--- src/rtl/trx_pkg.sv ---
// Shared definitions for the turnaround sequencer: command bit positions
// and sequencer states. Assumes a five-bit command word.
package trx_pkg;

    localparam int CMD_W     = 5;
    localparam int RB_W      = 4;
    localparam int CB_TX     = 0;
    localparam int CB_WAIT   = 1;
    localparam int CB_RX     = 2;
    localparam int CB_RXTIME = 3;
    localparam int CB_IDLE   = 4;

    typedef enum logic [2:0] {
        ST_IDLE  = 3'd0,
        ST_TX    = 3'd1,
        ST_GAP   = 3'd2,
        ST_TWAIT = 3'd3,
        ST_RX    = 3'd4
    } trx_state_t;

endpackage

--- src/rtl/trx_systime.sv ---
// Free-running system time counter. Cleared by reset, then advances by one
// every clock. Wrap-around is not expected within the life of a command.
module trx_systime #(
    parameter int TIME_W = 40
) (
    input  logic              clk,
    input  logic              rst_n,
    output logic [TIME_W-1:0] now
);

    // Advance the time base
    always_ff @(posedge clk) begin
        if (!rst_n) begin
            now <= '0;
        end else begin
            now <= now + TIME_W'(1);
        end
    end

endmodule

--- src/rtl/trx_cmd_bits.sv ---
// Holds the host command bits and clears each at its own event. A force-idle
// write clears everything and masks the other bits of the same write. Setting
// wins over clearing in the same cycle. Assumes the accept and receive-entry
// strobes come from the sequencer in the same cycle as the transition.
module trx_cmd_bits
    import trx_pkg::*;
(
    input  logic             clk,
    input  logic             rst_n,
    input  logic             wr_en,
    input  logic [CMD_W-1:0] wr_data,
    input  logic             acc_tx,
    input  logic             acc_rx,
    input  logic             rx_enter,
    output logic             force_now,
    output logic             tx_pend,
    output logic             wait_pend,
    output logic             rx_pend,
    output logic             rxt_pend
);

    logic set_tx;
    logic set_wait;
    logic set_rx;

    // Decode which bits the current write sets
    always_comb begin
        force_now = wr_en && wr_data[CB_IDLE];
        set_tx    = wr_en && !wr_data[CB_IDLE] && wr_data[CB_TX];
        set_wait  = set_tx && wr_data[CB_WAIT];
        set_rx    = wr_en && !wr_data[CB_IDLE] && wr_data[CB_RX];
    end

    // Transmit request: clears when the sequencer takes it
    always_ff @(posedge clk) begin
        if (!rst_n || force_now) begin
            tx_pend <= 1'b0;
        end else if (set_tx) begin
            tx_pend <= 1'b1;
        end else if (acc_tx) begin
            tx_pend <= 1'b0;
        end
    end

    // Reply wait: clears when the receiver comes on
    always_ff @(posedge clk) begin
        if (!rst_n || force_now) begin
            wait_pend <= 1'b0;
        end else if (set_wait) begin
            wait_pend <= 1'b1;
        end else if (rx_enter) begin
            wait_pend <= 1'b0;
        end
    end

    // Receive request and its timed qualifier: clear on acceptance
    always_ff @(posedge clk) begin
        if (!rst_n || force_now) begin
            rx_pend  <= 1'b0;
            rxt_pend <= 1'b0;
        end else if (set_rx) begin
            rx_pend  <= 1'b1;
            rxt_pend <= wr_data[CB_RXTIME];
        end else if (acc_rx) begin
            rx_pend  <= 1'b0;
            rxt_pend <= 1'b0;
        end
    end

endmodule

--- src/rtl/trx_warmup.sv ---
// Counts the receiver warm-up. Ready rises WARM_CYC edges after rx_on rises
// and is gated by rx_on so it falls together with it. A zero warm-up makes
// ready follow rx_on directly.
module trx_warmup #(
    parameter int WARM_CYC = 1024
) (
    input  logic clk,
    input  logic rst_n,
    input  logic rx_on,
    output logic ready
);

    generate
        if (WARM_CYC == 0) begin : g_nowarm
            // No warm-up: ready as soon as enabled
            always_comb ready = rx_on;
        end else begin : g_warm
            localparam int CNT_W = $clog2(WARM_CYC + 1);
            logic [CNT_W-1:0] cnt;
            logic             rdy_q;

            // Count enabled cycles until the warm-up is over
            always_ff @(posedge clk) begin
                if (!rst_n || !rx_on) begin
                    cnt   <= '0;
                    rdy_q <= 1'b0;
                end else if (!rdy_q) begin
                    if (cnt == CNT_W'(WARM_CYC - 1)) begin
                        rdy_q <= 1'b1;
                    end else begin
                        cnt <= cnt + CNT_W'(1);
                    end
                end
            end

            // Drop ready in the same cycle as the enable
            always_comb ready = rdy_q && rx_on;
        end
    endgenerate

endmodule

--- src/rtl/trx_seq_fsm.sv ---
// Sequencer for the transmitter and receiver enables. Accepts commands only
// when idle (transmit first), performs the automatic turnaround with its
// reply gap, and schedules timed receives against the system time. Assumes
// the pending bits come from trx_cmd_bits and that time does not wrap.
module trx_seq_fsm
    import trx_pkg::*;
#(
    parameter int TIME_W   = 40,
    parameter int DLY_W    = 16,
    parameter int WARM_CYC = 1024
) (
    input  logic              clk,
    input  logic              rst_n,
    input  logic              force_now,
    input  logic              tx_pend,
    input  logic              wait_pend,
    input  logic              rx_pend,
    input  logic              rxt_pend,
    input  logic              tx_done,
    input  logic              rx_done,
    input  logic [DLY_W-1:0]  resp_dly,
    input  logic [TIME_W-1:0] rx_time,
    input  logic [TIME_W-1:0] now,
    output logic              acc_tx,
    output logic              acc_rx,
    output logic              rx_enter,
    output logic              tx_en,
    output logic              rx_en,
    output logic              rx_on_evt,
    output logic              late_evt
);

    localparam logic [TIME_W:0]   LEAD  = (TIME_W+1)'(WARM_CYC + 2);
    localparam logic [TIME_W-1:0] WARMT = TIME_W'(WARM_CYC);

    trx_state_t        state_q;
    trx_state_t        state_d;
    logic [DLY_W-1:0]  gap_cnt;
    logic [TIME_W-1:0] start_q;
    logic              late_c;
    logic              late_d;
    logic              start_hit;

    // Acceptance of pending commands, only when idle and not forced
    always_comb begin
        acc_tx = (state_q == ST_IDLE) && tx_pend && !force_now;
        acc_rx = (state_q == ST_IDLE) && !tx_pend && rx_pend && !force_now;
    end

    // Lateness test and turn-on instant for a timed receive
    always_comb begin
        late_c    = ({1'b0, rx_time} < ({1'b0, now} + LEAD));
        start_hit = ((now + TIME_W'(1)) >= start_q);
    end

    // Next-state decision
    always_comb begin
        state_d  = state_q;
        rx_enter = 1'b0;
        late_d   = 1'b0;
        unique case (state_q)
            ST_IDLE: begin
                if (acc_tx) begin
                    state_d = ST_TX;
                end else if (acc_rx) begin
                    if (!rxt_pend) begin
                        state_d  = ST_RX;
                        rx_enter = 1'b1;
                    end else if (late_c) begin
                        late_d = 1'b1;
                    end else begin
                        state_d = ST_TWAIT;
                    end
                end
            end
            ST_TX: begin
                if (tx_done) begin
                    state_d = wait_pend ? ST_GAP : ST_IDLE;
                end
            end
            ST_GAP: begin
                if (gap_cnt == '0) begin
                    state_d  = ST_RX;
                    rx_enter = 1'b1;
                end
            end
            ST_TWAIT: begin
                if (start_hit) begin
                    state_d  = ST_RX;
                    rx_enter = 1'b1;
                end
            end
            ST_RX: begin
                if (rx_done) begin
                    state_d = ST_IDLE;
                end
            end
            default: state_d = ST_IDLE;
        endcase
        if (force_now) begin
            state_d  = ST_IDLE;
            rx_enter = 1'b0;
            late_d   = 1'b0;
        end
    end

    // State register
    always_ff @(posedge clk) begin
        if (!rst_n) begin
            state_q <= ST_IDLE;
        end else begin
            state_q <= state_d;
        end
    end

    // Reply gap countdown: loaded at transmit end, counted down in the gap
    always_ff @(posedge clk) begin
        if (!rst_n || force_now) begin
            gap_cnt <= '0;
        end else if (state_q == ST_TX && tx_done) begin
            gap_cnt <= resp_dly;
        end else if (state_q == ST_GAP && gap_cnt != '0) begin
            gap_cnt <= gap_cnt - DLY_W'(1);
        end
    end

    // Receiver turn-on time for a timed receive, warm-up ahead of target
    always_ff @(posedge clk) begin
        if (!rst_n) begin
            start_q <= '0;
        end else if (acc_rx && rxt_pend) begin
            start_q <= rx_time - WARMT;
        end
    end

    // Registered event pulses
    always_ff @(posedge clk) begin
        if (!rst_n) begin
            rx_on_evt <= 1'b0;
            late_evt  <= 1'b0;
        end else begin
            rx_on_evt <= rx_enter;
            late_evt  <= late_d;
        end
    end

    // Enables decoded from the state register
    always_comb begin
        tx_en = (state_q == ST_TX);
        rx_en = (state_q == ST_RX);
    end

endmodule

--- src/rtl/trx_turnaround_seq.sv ---
// Top of the turnaround sequencer: command bits, sequencer, warm-up counter
// and system time. Assumes tx_done and rx_done are single-cycle strobes from
// the modem and that the host writes one command word per strobe.
module trx_turnaround_seq
    import trx_pkg::*;
#(
    parameter int TIME_W   = 40,
    parameter int DLY_W    = 16,
    parameter int WARM_CYC = 1024
) (
    input  logic              clk,
    input  logic              rst_n,
    input  logic              wr_en,
    input  logic [4:0]        wr_data,
    input  logic [DLY_W-1:0]  resp_dly,
    input  logic [TIME_W-1:0] rx_time,
    input  logic              tx_done,
    input  logic              rx_done,
    output logic              tx_en,
    output logic              rx_en,
    output logic              rx_ready,
    output logic              rx_on_evt,
    output logic              late_evt,
    output logic [3:0]        ctrl_rd,
    output logic [TIME_W-1:0] sys_time
);

    logic force_now;
    logic tx_pend;
    logic wait_pend;
    logic rx_pend;
    logic rxt_pend;
    logic acc_tx;
    logic acc_rx;
    logic rx_enter;

    trx_systime #(.TIME_W(TIME_W)) u_time (
        .clk   (clk),
        .rst_n (rst_n),
        .now   (sys_time)
    );

    trx_cmd_bits u_cmd (
        .clk       (clk),
        .rst_n     (rst_n),
        .wr_en     (wr_en),
        .wr_data   (wr_data),
        .acc_tx    (acc_tx),
        .acc_rx    (acc_rx),
        .rx_enter  (rx_enter),
        .force_now (force_now),
        .tx_pend   (tx_pend),
        .wait_pend (wait_pend),
        .rx_pend   (rx_pend),
        .rxt_pend  (rxt_pend)
    );

    trx_seq_fsm #(
        .TIME_W   (TIME_W),
        .DLY_W    (DLY_W),
        .WARM_CYC (WARM_CYC)
    ) u_fsm (
        .clk       (clk),
        .rst_n     (rst_n),
        .force_now (force_now),
        .tx_pend   (tx_pend),
        .wait_pend (wait_pend),
        .rx_pend   (rx_pend),
        .rxt_pend  (rxt_pend),
        .tx_done   (tx_done),
        .rx_done   (rx_done),
        .resp_dly  (resp_dly),
        .rx_time   (rx_time),
        .now       (sys_time),
        .acc_tx    (acc_tx),
        .acc_rx    (acc_rx),
        .rx_enter  (rx_enter),
        .tx_en     (tx_en),
        .rx_en     (rx_en),
        .rx_on_evt (rx_on_evt),
        .late_evt  (late_evt)
    );

    trx_warmup #(.WARM_CYC(WARM_CYC)) u_warm (
        .clk   (clk),
        .rst_n (rst_n),
        .rx_on (rx_en),
        .ready (rx_ready)
    );

    // Readback of the pending command bits in write-port positions
    always_comb begin
        ctrl_rd          = '0;
        ctrl_rd[CB_TX]     = tx_pend;
        ctrl_rd[CB_WAIT]   = wait_pend;
        ctrl_rd[CB_RX]     = rx_pend;
        ctrl_rd[CB_RXTIME] = rxt_pend;
    end

endmodule

--- config.mk ---
export PLATFORM = sky130hd
export DESIGN_NAME = trx_turnaround_seq
export DESIGN_NICKNAME = d
export VERILOG_FILES = /design/src/rtl/trx_pkg.sv /design/src/rtl/trx_systime.sv /design/src/rtl/trx_cmd_bits.sv /design/src/rtl/trx_warmup.sv /design/src/rtl/trx_seq_fsm.sv /design/src/rtl/trx_turnaround_seq.sv
export SDC_FILE = /design/constraint.sdc
export NUM_CORES = 1
export LEC_CHECK = 0
export CAP_MARGIN = 25
export CORE_MARGIN = 3
export CORE_UTILIZATION = 50
export DETAILED_ROUTE_END_ITERATION = 8
export GPL_TIMING_DRIVEN = 0
export PLACE_DENSITY_LB_ADDON = 0.15
export SYNTH_ARGS = -nofsm -noshare
export SYNTH_HDL_FRONTEND = slang
export SYNTH_HIERARCHICAL = 1
export SYNTH_SLANG_ARGS = --single-unit
--- constraint.sdc ---
create_clock -name clk -period 5.99 [get_ports clk]
set_input_delay 0.8985 -clock clk [delete_from_list [all_inputs] [get_ports clk]]
set_output_delay 0.8985 -clock clk [all_outputs]
set_load 0.01 [all_outputs]
==> impl.org, run 1 <==
** Clocking
- Number of buffers on the longest clock path :: 2
- Latest clock arrival within the worst-skew pair :: 430 ps
- # hold bufs at CTS :: 0
- Root Buffer Master :: clkbuf_16
- In this run the post-CTS setup repair buffer count came out at 0.
- The clock net in this run drives a total of 117 sinks.
- Number of buffers inserted during clock tree synthesis :: 17
- Resized Gates After CTS :: 0
- After clock tree synthesis, the clock-pin slew on the worst setup and hold paths is 60 ps.
- The clock tree synthesis step divided the H-tree into 4 levels.
- TritonCTS clock tree :: done

** STA
- Measured against its own limit, the worst slew margin works out to 0.490.
- In the final timing run, aggregate negative setup slack is 0 ps.
- Total setup violations reported at the end of the flow :: 0
- Final max-slew violation count :: 0
- Timing would allow up to 192 MHz.
- On the final layout, the worst clock skew is 10.3 ps.
- The tightest hold path in the finished design has a slack of 448 ps.
- In the finished design, the share of the clock period the worst path needs comes to 0.871.
- Tightest Pin Transition :: 763 ps
- Clock period minus final worst setup slack :: 5210 ps
- Count of final hold-check violations :: 0
- Setup repair after global routing left no endpoint under its margin.

** Flow run
- Across the run, the number of max-cap violations was 0.

** Power
- Power, Total :: 2.23 mW
- Power density of the placed cells :: 201 nW/um^2
- IR drop worst, VDD :: 0.186 mV
- Static power due to leakage :: 4.16 nW

** Worst setup path
- Worst path max stage delay :: 660 ps
- Most used cell along the critical path :: nor3_1
- Together, buffers and inverters on the worst path number 1.
- The slowest stage of the critical path belongs to the cell dfxtp_1.
- Reg2reg end :: u_cmd/wait_pend
- The worst register-to-register path begins at u_time/now[0].
- The worst setup path is captured at a flop.
- The worst setup path is of the reg2reg kind.
- Data required time at the worst endpoint :: 6310 ps
- Critical-path maximum fanout :: 14
- The worst register-to-register path has a depth of 18.
- Grouping stages by cell kind, the critical path spends the most delay in simple AND/OR/NAND/NOR gates.
- FF-to-FF setup slack :: 780 ps
- The critical path goes through ha_1, nand3_1, nor3_1, nand3_1, or2_2, clkbuf_1, xnor2_1, ha_1, nand4_1, nor3_1, nand2_1, a31oi_1, nor3_1, o21ai_0, a222oi_1, nor4_1, nand2b_1, a21oi_1.
- Kind of start point of the critical path :: flop
- Critical Path AT :: 5540 ps

** GRT
- Maximum number of pins on one net before global-route repair :: 18
- For this run, the total global-route usage over all layers was measured as 0.262.
- Number of global-route vias before repair :: 8375
- First-pass GRT wire length :: 42500 um
- Total grt overflow :: 0
- The number of antenna violations at the first check in global routing came to 0.

** Floorplanning
- Height of the chip :: 141 um
- Number of primary I/O pins :: 115
- The die is 141 um wide.
- Area of the core region :: 17500 um^2
- The initial utilization of the core area, before any placement, comes to 0.519.
- The die covers 19800 um^2.
- The floorplan has 48 rows.

** Logic synthesis
- Counting every instance in the synthesized netlist gives 1159.
- XOR/XNOR Fraction of Synth Area :: 0.117
- Flops & latches, synth :: 117
- Adder-cell share of the synthesized area :: 0.117
- Ys Warns :: 6
- The synthesized netlist contains 72 unique library cells.
- Compound-cell area share of the yosys netlist :: 0.162
- Counting flops with an async set or reset pin after synthesis yields a share of 0.
- Counting every net in the synthesized netlist gives 1310.
- After synthesis, the largest family of logic cells by area is simple AND/OR/NAND/NOR gates.
- The mapped netlist covers 9100 um^2.
- Measured against the total synthesized area, the mux share comes to 0.00990.
- The synthesized design contains 0 enable-type register cells.
- Among all flip-flop cells after synthesis, the most frequent one is dfxtp_1.
- The share of the Yosys chip area taken by registers is 0.257.
- Fraction of the mapped netlist area in simple logic gates :: 0.286
- Synth Area per Inst :: 7.85 um^2

** Status
- Run status :: finished, final reports clean

** Detailed routing
- Wl on met1 :: 12200 um
- Met3 WL :: 1600 um
- Post-detailed-routing wire length :: 26100 um
- The first detailed-routing pass took 6 iterations.
- Detailed-route vias per instance :: 5.83
- After detailed routing, the average wire length per cell comes to 17.0 um.
- The routed layout has 8924 vias.
- In the routed design, unresolved DRC markers number 0.
- Wire segments on met2 add up to 11700 um in the final route.
- Uppermost metal layer occupied by signal nets :: met4
- DRT iter0 DRCs :: 630
- The detail route stage leaves a number of antenna-violating nets equal to 0.

** Layout
- Net count of the finished layout :: 1444
- From synthesis to final layout, the design area changed by 22.1%.
- After filler insertion, the fill cell instance count of the layout stands at 1607.
- In the final layout, the share of cells above drive strength 1 is 0.0559.
- Util after Layout :: 0.634
- The repair_antennas step left the layout with diodes totalling 0.

** Hold path
- HP Start :: u_warm/g_warm.cnt[10]
- The worst hold path was traced through 2 stages.
- Hold Path End :: u_warm/g_warm.cnt[10]
- Class of the worst hold path :: reg2reg

** Placed design
- Global placement routability congestion :: 0.925
- Detailed placement finished with a half-perimeter wire length of 19700 um.
- Port Buffers :: 114
==> layout by cell type, fill, tap and decap left out, types with 18 or more instances in the layout <==
master / synthesis / layout
inv_1: 59 / 59
clkbuf_1: 40 / 40
nand3_1: 51 / 51
xor2_1: 53 / 53
clkdlybuf4s50_1: 0 / 114
nand4_1: 29 / 29
o211a_1: 21 / 21
nand2b_1: 19 / 19
xnor2_1: 68 / 68
nor4_1: 26 / 26
a21oi_1: 70 / 70
or4_1: 19 / 19
o31ai_1: 18 / 18
dfxtp_1: 117 / 117
nor3_1: 32 / 32
ha_1: 85 / 85
nand2_1: 143 / 143
nor2_1: 86 / 86
o21ai_0: 43 / 43
==> area by class of cell <==
class / count / area [um^2] / share of cell area
plain buffers: 55 / 243 / 0.0218
clock buffers: 20 / 467 / 0.0420
clock inverters: 12 / 120 / 0.0108
inverters: 59 / 221 / 0.0199
multi-input cells: 928 / 6290 / 0.566
flip-flops and latches: 117 / 2340 / 0.211
well taps: 225 / 282 / 0.0253
repair buffers: 115 / 1150 / 0.103
==> metal layers <==
metal,vias to the layer above,track usage
met5,-,0
met4,0,0.0882
met3,43,0.0533
met2,267,0.402
met1,4191,0.368
li1,4423,-
==> state kept, by name (all words and copies together), names as in the netlist <==
signal               count
u_cmd/rx_pend            1
u_cmd/rxt_pend           1
u_cmd/tx_pend            1
u_cmd/wait_pend          1
u_fsm/gap_cnt           16
u_fsm/late_evt           1
u_fsm/rx_on_evt          1
u_fsm/start_q           40
u_fsm/state_q            3
u_time/now              40
u_warm/g_warm.cnt       11
u_warm/g_warm.rdy_q      1
==> metrics by stage <==
step | setup WS (ps) | instance area [um^2] | cells
detailed placement | 827 | 10500 | 1499
global route | 299 | 11100 | 1531
finish | 776 | 11100 | 1531
CTS | 817 | 11100 | 1531
global placement | 846 | 10500 | 1498
floorplan | 1760 | 9100 | 1159
==> power by group <==
part | total, mW | leakage (nW) | switching, mW | internal, mW
logic | 0.385 | 2.93 | 0.207 | 0.178
clock network | 1.01 | 0.289 | 0.400 | 0.610
registers | 0.837 | 0.944 | 0.0296 | 0.807
total | 2.23 | 4.16 | 0.637 | 1.59
==> worst max path at each step <==
stage / start / end / depth (start not counted)
finish: u_time/now[0] / u_cmd/wait_pend / 18
global route: u_time/now[0] / u_cmd/wait_pend / 18
CTS: u_time/now[0] / u_cmd/wait_pend / 18
detailed placement: u_time/now[0] / u_cmd/wait_pend / 18
global placement: u_time/now[0] / u_cmd/wait_pend / 18
floorplan: u_time/now[0] / u_cmd/wait_pend / 20
==> worst min-delay path: cells and delay by family (launching register included) <==
family             cells  cell delay, ps
DFF                    1             320
AOI/OAI and AO/OA      1              30
and+or+nand+nor        1              50
==> logic make-up after synthesis <==
family | count (synthesis)
and+or+nand+nor | 493
AOI/OAI and AO/OA | 220
xor gates and xnor gates | 121
DFF | 117
buffers and inverters | 114
adders and majority gates | 85
muxes | 9
==> cell usage after synthesis (all sizes together), types with 11 or more instances <==
| master | count | area (um^2) |
|---|---|---|
| xor2 | 53 | 464 |
| nor4 | 30 | 248 |
| a211oi | 16 | 120 |
| and4 | 11 | 96.3 |
| xnor2 | 68 | 596 |
| nor2 | 87 | 329 |
| clkbuf | 40 | 150 |
| o31ai | 18 | 135 |
| nand3 | 51 | 255 |
| nand2b | 20 | 128 |
| nand4 | 30 | 194 |
| or4 | 22 | 176 |
| o21ai | 45 | 229 |
| and3 | 12 | 75.1 |
| buf | 15 | 92.6 |
| a21oi | 72 | 368 |
| inv | 59 | 221 |
| nand2 | 144 | 543 |
| ha | 85 | 1060 |
| o211a | 21 | 210 |
| or3 | 13 | 81.3 |
| nor3 | 35 | 190 |
| dfxtp | 117 | 2340 |
Power figures use the tool's default switching activity.
==> run 2: changes to the inputs <==
GPL_ROUTABILITY_DRIVEN = 0   (was unset)
SLEW_MARGIN = 20   (was unset)
==> run 2 against run 1 <==
  * Die area did not move
  * Critical path depth up 1
  * Core utilization grew 0.057 points
  * Routed wire length increased by 0.95%
  * Combinational power barely moved
  * Clock skew down 2.6 ps
  * Setup slack lost 100 ps
  * Largest cell class unchanged
==> impl.org, run 2 (synthesized netlist as in run 1, its figures left out) <==
** Worst setup path
- Critical Path AT :: 5680 ps (+140 ps)
- The biggest fanout along the worst timing path is 14 (unchanged).
- Startpoint-to-endpoint class of the critical path :: reg2reg
- The data required time at the worst endpoint was 6350 ps (+40 ps).
- STA classifies the critical path startpoint as a flop.
- The worst setup path is captured at a flop.
- The register-to-register setup slack came to 670 ps (-100 ps).

** Clocking
- Number of clock sinks seen by CTS :: 117 (unchanged)
- The maximum clock path buffer count was 2 (unchanged).
- # hold bufs at CTS :: 0 (unchanged)
- The total clock buffers created by CTS came to 17 (unchanged).
- Clock tree synthesis selected as its root buffer the cell clkbuf_16.
- TritonCTS built the clock tree.
- The clock insertion delay at the later pin of the skew report was 430 ps (about the same).
- The post-cts sizing count was 0 (unchanged).
- Maximum level of the CTS H-tree :: 4 (unchanged)
- Setup fix buffers added after clock tree synthesis :: 0 (unchanged)
- Clock slew seen by the registers of the worst setup and hold paths :: 60 ps (about the same)

** Hold path
- In this run the worst hold path is classified as reg2reg.

** STA
- The post-route fraction of the period consumed by the critical path is 0.887 (+0.0169).
- The final period demand of the worst path was 5320 ps (+101 ps).
- The maximum achievable frequency came to 188 MHz (-1.9%).
- Aggregate negative setup slack :: 0 ps (unchanged)
- Setup repair after global routing left no endpoint under its margin.
- The headroom to the max-slew limit is 0.477 (-0.0132).
- Count of final hold-check violations :: 0 (unchanged)
- The total setup violations reported at the end of the flow was 0 (unchanged).
- Clock tree skew after final layout :: 7.67 ps (-2.60 ps)
- Tightest Pin Transition :: 782 ps (+19.7 ps)
- The max-slew violation count is 0 (unchanged).

** GRT
- The maximum number of pins on one net before global-route repair is 18 (unchanged).
- Total grt overflow :: 0 (unchanged)
- First-pass GRT wire length :: 42500 um (about the same)
- Number of antenna violations at the first check in global routing :: 0 (unchanged)
- Total routing usage reported by global routing :: 0.262 (+0.000439)
- The number of global-route vias before repair is 8418 (+0.51%).

** Power
- The combinational cell fraction of total power came to 0.171 (about the same).
- Power density of the placed cells :: 204 nW/um^2 (+1.7%)
- The fraction of power consumed by sequential logic was 0.368 (-0.007).
- The internal portion of total power came to 1.61 mW (+0.83%).
- The switching component of the power is 663 uW (+4.1%).
- The proportion of power drawn by the clock network was 0.461 (+0.008).
- The maximum vdd ir drop came to 0.184 mV (-1.2%).
- The leakage power of the design came to 4.15 nW (-0.22%).
- Proportion of total power due to net switching :: 0.292 (+0.00656)

** Detailed routing
- The overall via count from detail_route is 8910 (-0.16%).
- The routed wirelength normalized by instance count is 17.2 um (+1.0%).
- Antenna-violating nets left :: 0 (unchanged)
- The average vias per placed instance is 5.82 (about the same).
- DRC violation count after routing :: 0 (unchanged)
- The number of detailed-routing iterations run before antenna repair was 5 (-1).
- Post-detailed-routing wire length :: 26300 um (+0.95%)
- The violation count after the first detailed-route iteration is 524 (-17%).

** Floorplanning
- The die outline width was 141 um (unchanged).
- The die height is 141 um (unchanged).
- The top-level I/O count was 115 (unchanged).
- Area of the core region :: 17500 um^2 (unchanged)
- The initial core utilization is 0.519 (unchanged).
- The number of cell rows is 48 (unchanged).
- Die Area :: 19800 um^2 (unchanged)

** Layout
- The utilization after layout is 0.634 (about the same).
- The final non-filler cell area was 11100 um^2 (about the same).
- Layout cells sized above 1 :: 0.0559 (about the same)
- Signed area change from the synthesized netlist to the final layout :: 22.3% (about the same)
- Most frequent cells in the layout :: nand2_1 (143), dfxtp_1 (117), clkdlybuf4s50_1 (114)
- Net count of the finished layout :: 1443 (-0.069%)
- Commonest non-fill, non-tap cell in the layout :: nand2_1
- The antenna diode count was 0 (unchanged).
- The largest registers in the layout are u_fsm/start_q x40, u_time/now x40, u_fsm/gap_cnt x16.
- The filler cell count is 1571 (-2.2%).

** Placed design
- The standard cell area after detailed placement is 10500 um^2 (unchanged).
- Port Buffers :: 114 (unchanged)
- The post-detailed-placement half-perimeter wirelength came to 19800 um (+0.25%).

** Status
- The flow ran to the end, and the final reports show no timing, DRC or antenna violations.

** Flow run
- The count of maximum capacitance violations came to 0 (unchanged).
-- run 2: cell types whose count changed in the layout (fill, tap and decap cells not counted), moves of 2 or more --
cell and delta:
clkinvlp_4 +2, inv_6 +2, clkinv_4 -2, clkbuf_8 -3
-- run 2: final timing paths --
check,depth (start not counted),to,from
worst min register to register,2,u_fsm/start_q[1],u_fsm/start_q[1]
worst max register to register,19,u_cmd/wait_pend,u_time/now[0]
worst max-delay path,19,u_cmd/wait_pend,u_time/now[0]
worst min-delay path,2,u_fsm/start_q[1],u_fsm/start_q[1]
-- run 2: layout make-up --
class / count / area [um^2] / area share
clock inverter: 15 / 171 / 0.0154
multi-input combinational: 928 / 6290 / 0.566
clock buffer: 17 / 425 / 0.0383
buffer: 55 / 243 / 0.0218
inverter: 59 / 221 / 0.0199
tap: 225 / 282 / 0.0253
timing repair buffer: 114 / 1140 / 0.103
sequential: 117 / 2340 / 0.211
-- run 2: worst max-delay path, cell delays in order, from the launching register on --
cell and delay (ps):
dfxtp_1 700, ha_1 280, nand3_1 200, nor3_1 530
nand3_1 290, or2_2 360, clkbuf_1 180, nor2_1 160
xor2_1 80, ha_1 210, a211oi_1 350, o21ai_0 170
a221oi_1 310, nor2_1 70, nor3_1 240, o21ai_0 290
a222oi_1 440, nor4_1 70, nand2b_1 160, a21oi_1 140
-- run 2: per-layer routing --
| metal | routed length (um) | GRT usage | up-vias | part of all wire |
|---|---|---|---|---|
| met5 | 0 | 0 | - | 0 |
| met3 | 1460 | 0.0550 | 40 | 0.056 |
| met4 | 479 | 0.0734 | 0 | 0.018 |
| met2 | 11800 | 0.418 | 263 | 0.45 |
| li1 | - | - | 4441 | - |
| met1 | 12600 | 0.361 | 4166 | 0.48 |
-- run 2: power groups by stage --
stage          registers (mW)  clock network [mW]  logic [mW]
2_1_floorplan           0.848                   0       0.237
3_3_place_gp            0.852                   0       0.375
3_5_place_dp            0.853                   0       0.382
4_1_cts                 0.836                1.06       0.385
5_1_grt                 0.840                1.10       0.427
6_report                0.836                1.05       0.387
-- run 2: per-stage QoR --
step                hold WS, ps  instances  power (mW)  setup WS, ps
CTS                         467       1530        2.28           650
finish                      467       1530        2.27           674
global placement            431       1498        1.23           773
global route                490       1530        2.37           283
floorplan                   423       1159        1.08          1760
detailed placement          441       1498        1.23           668
==> run 3: changes to the inputs <==
SETUP_SLACK_MARGIN = 0.05   (was unset)
==> results of run 3 <==
The final DEF is identical to that of run 2; final timing and power are the same.
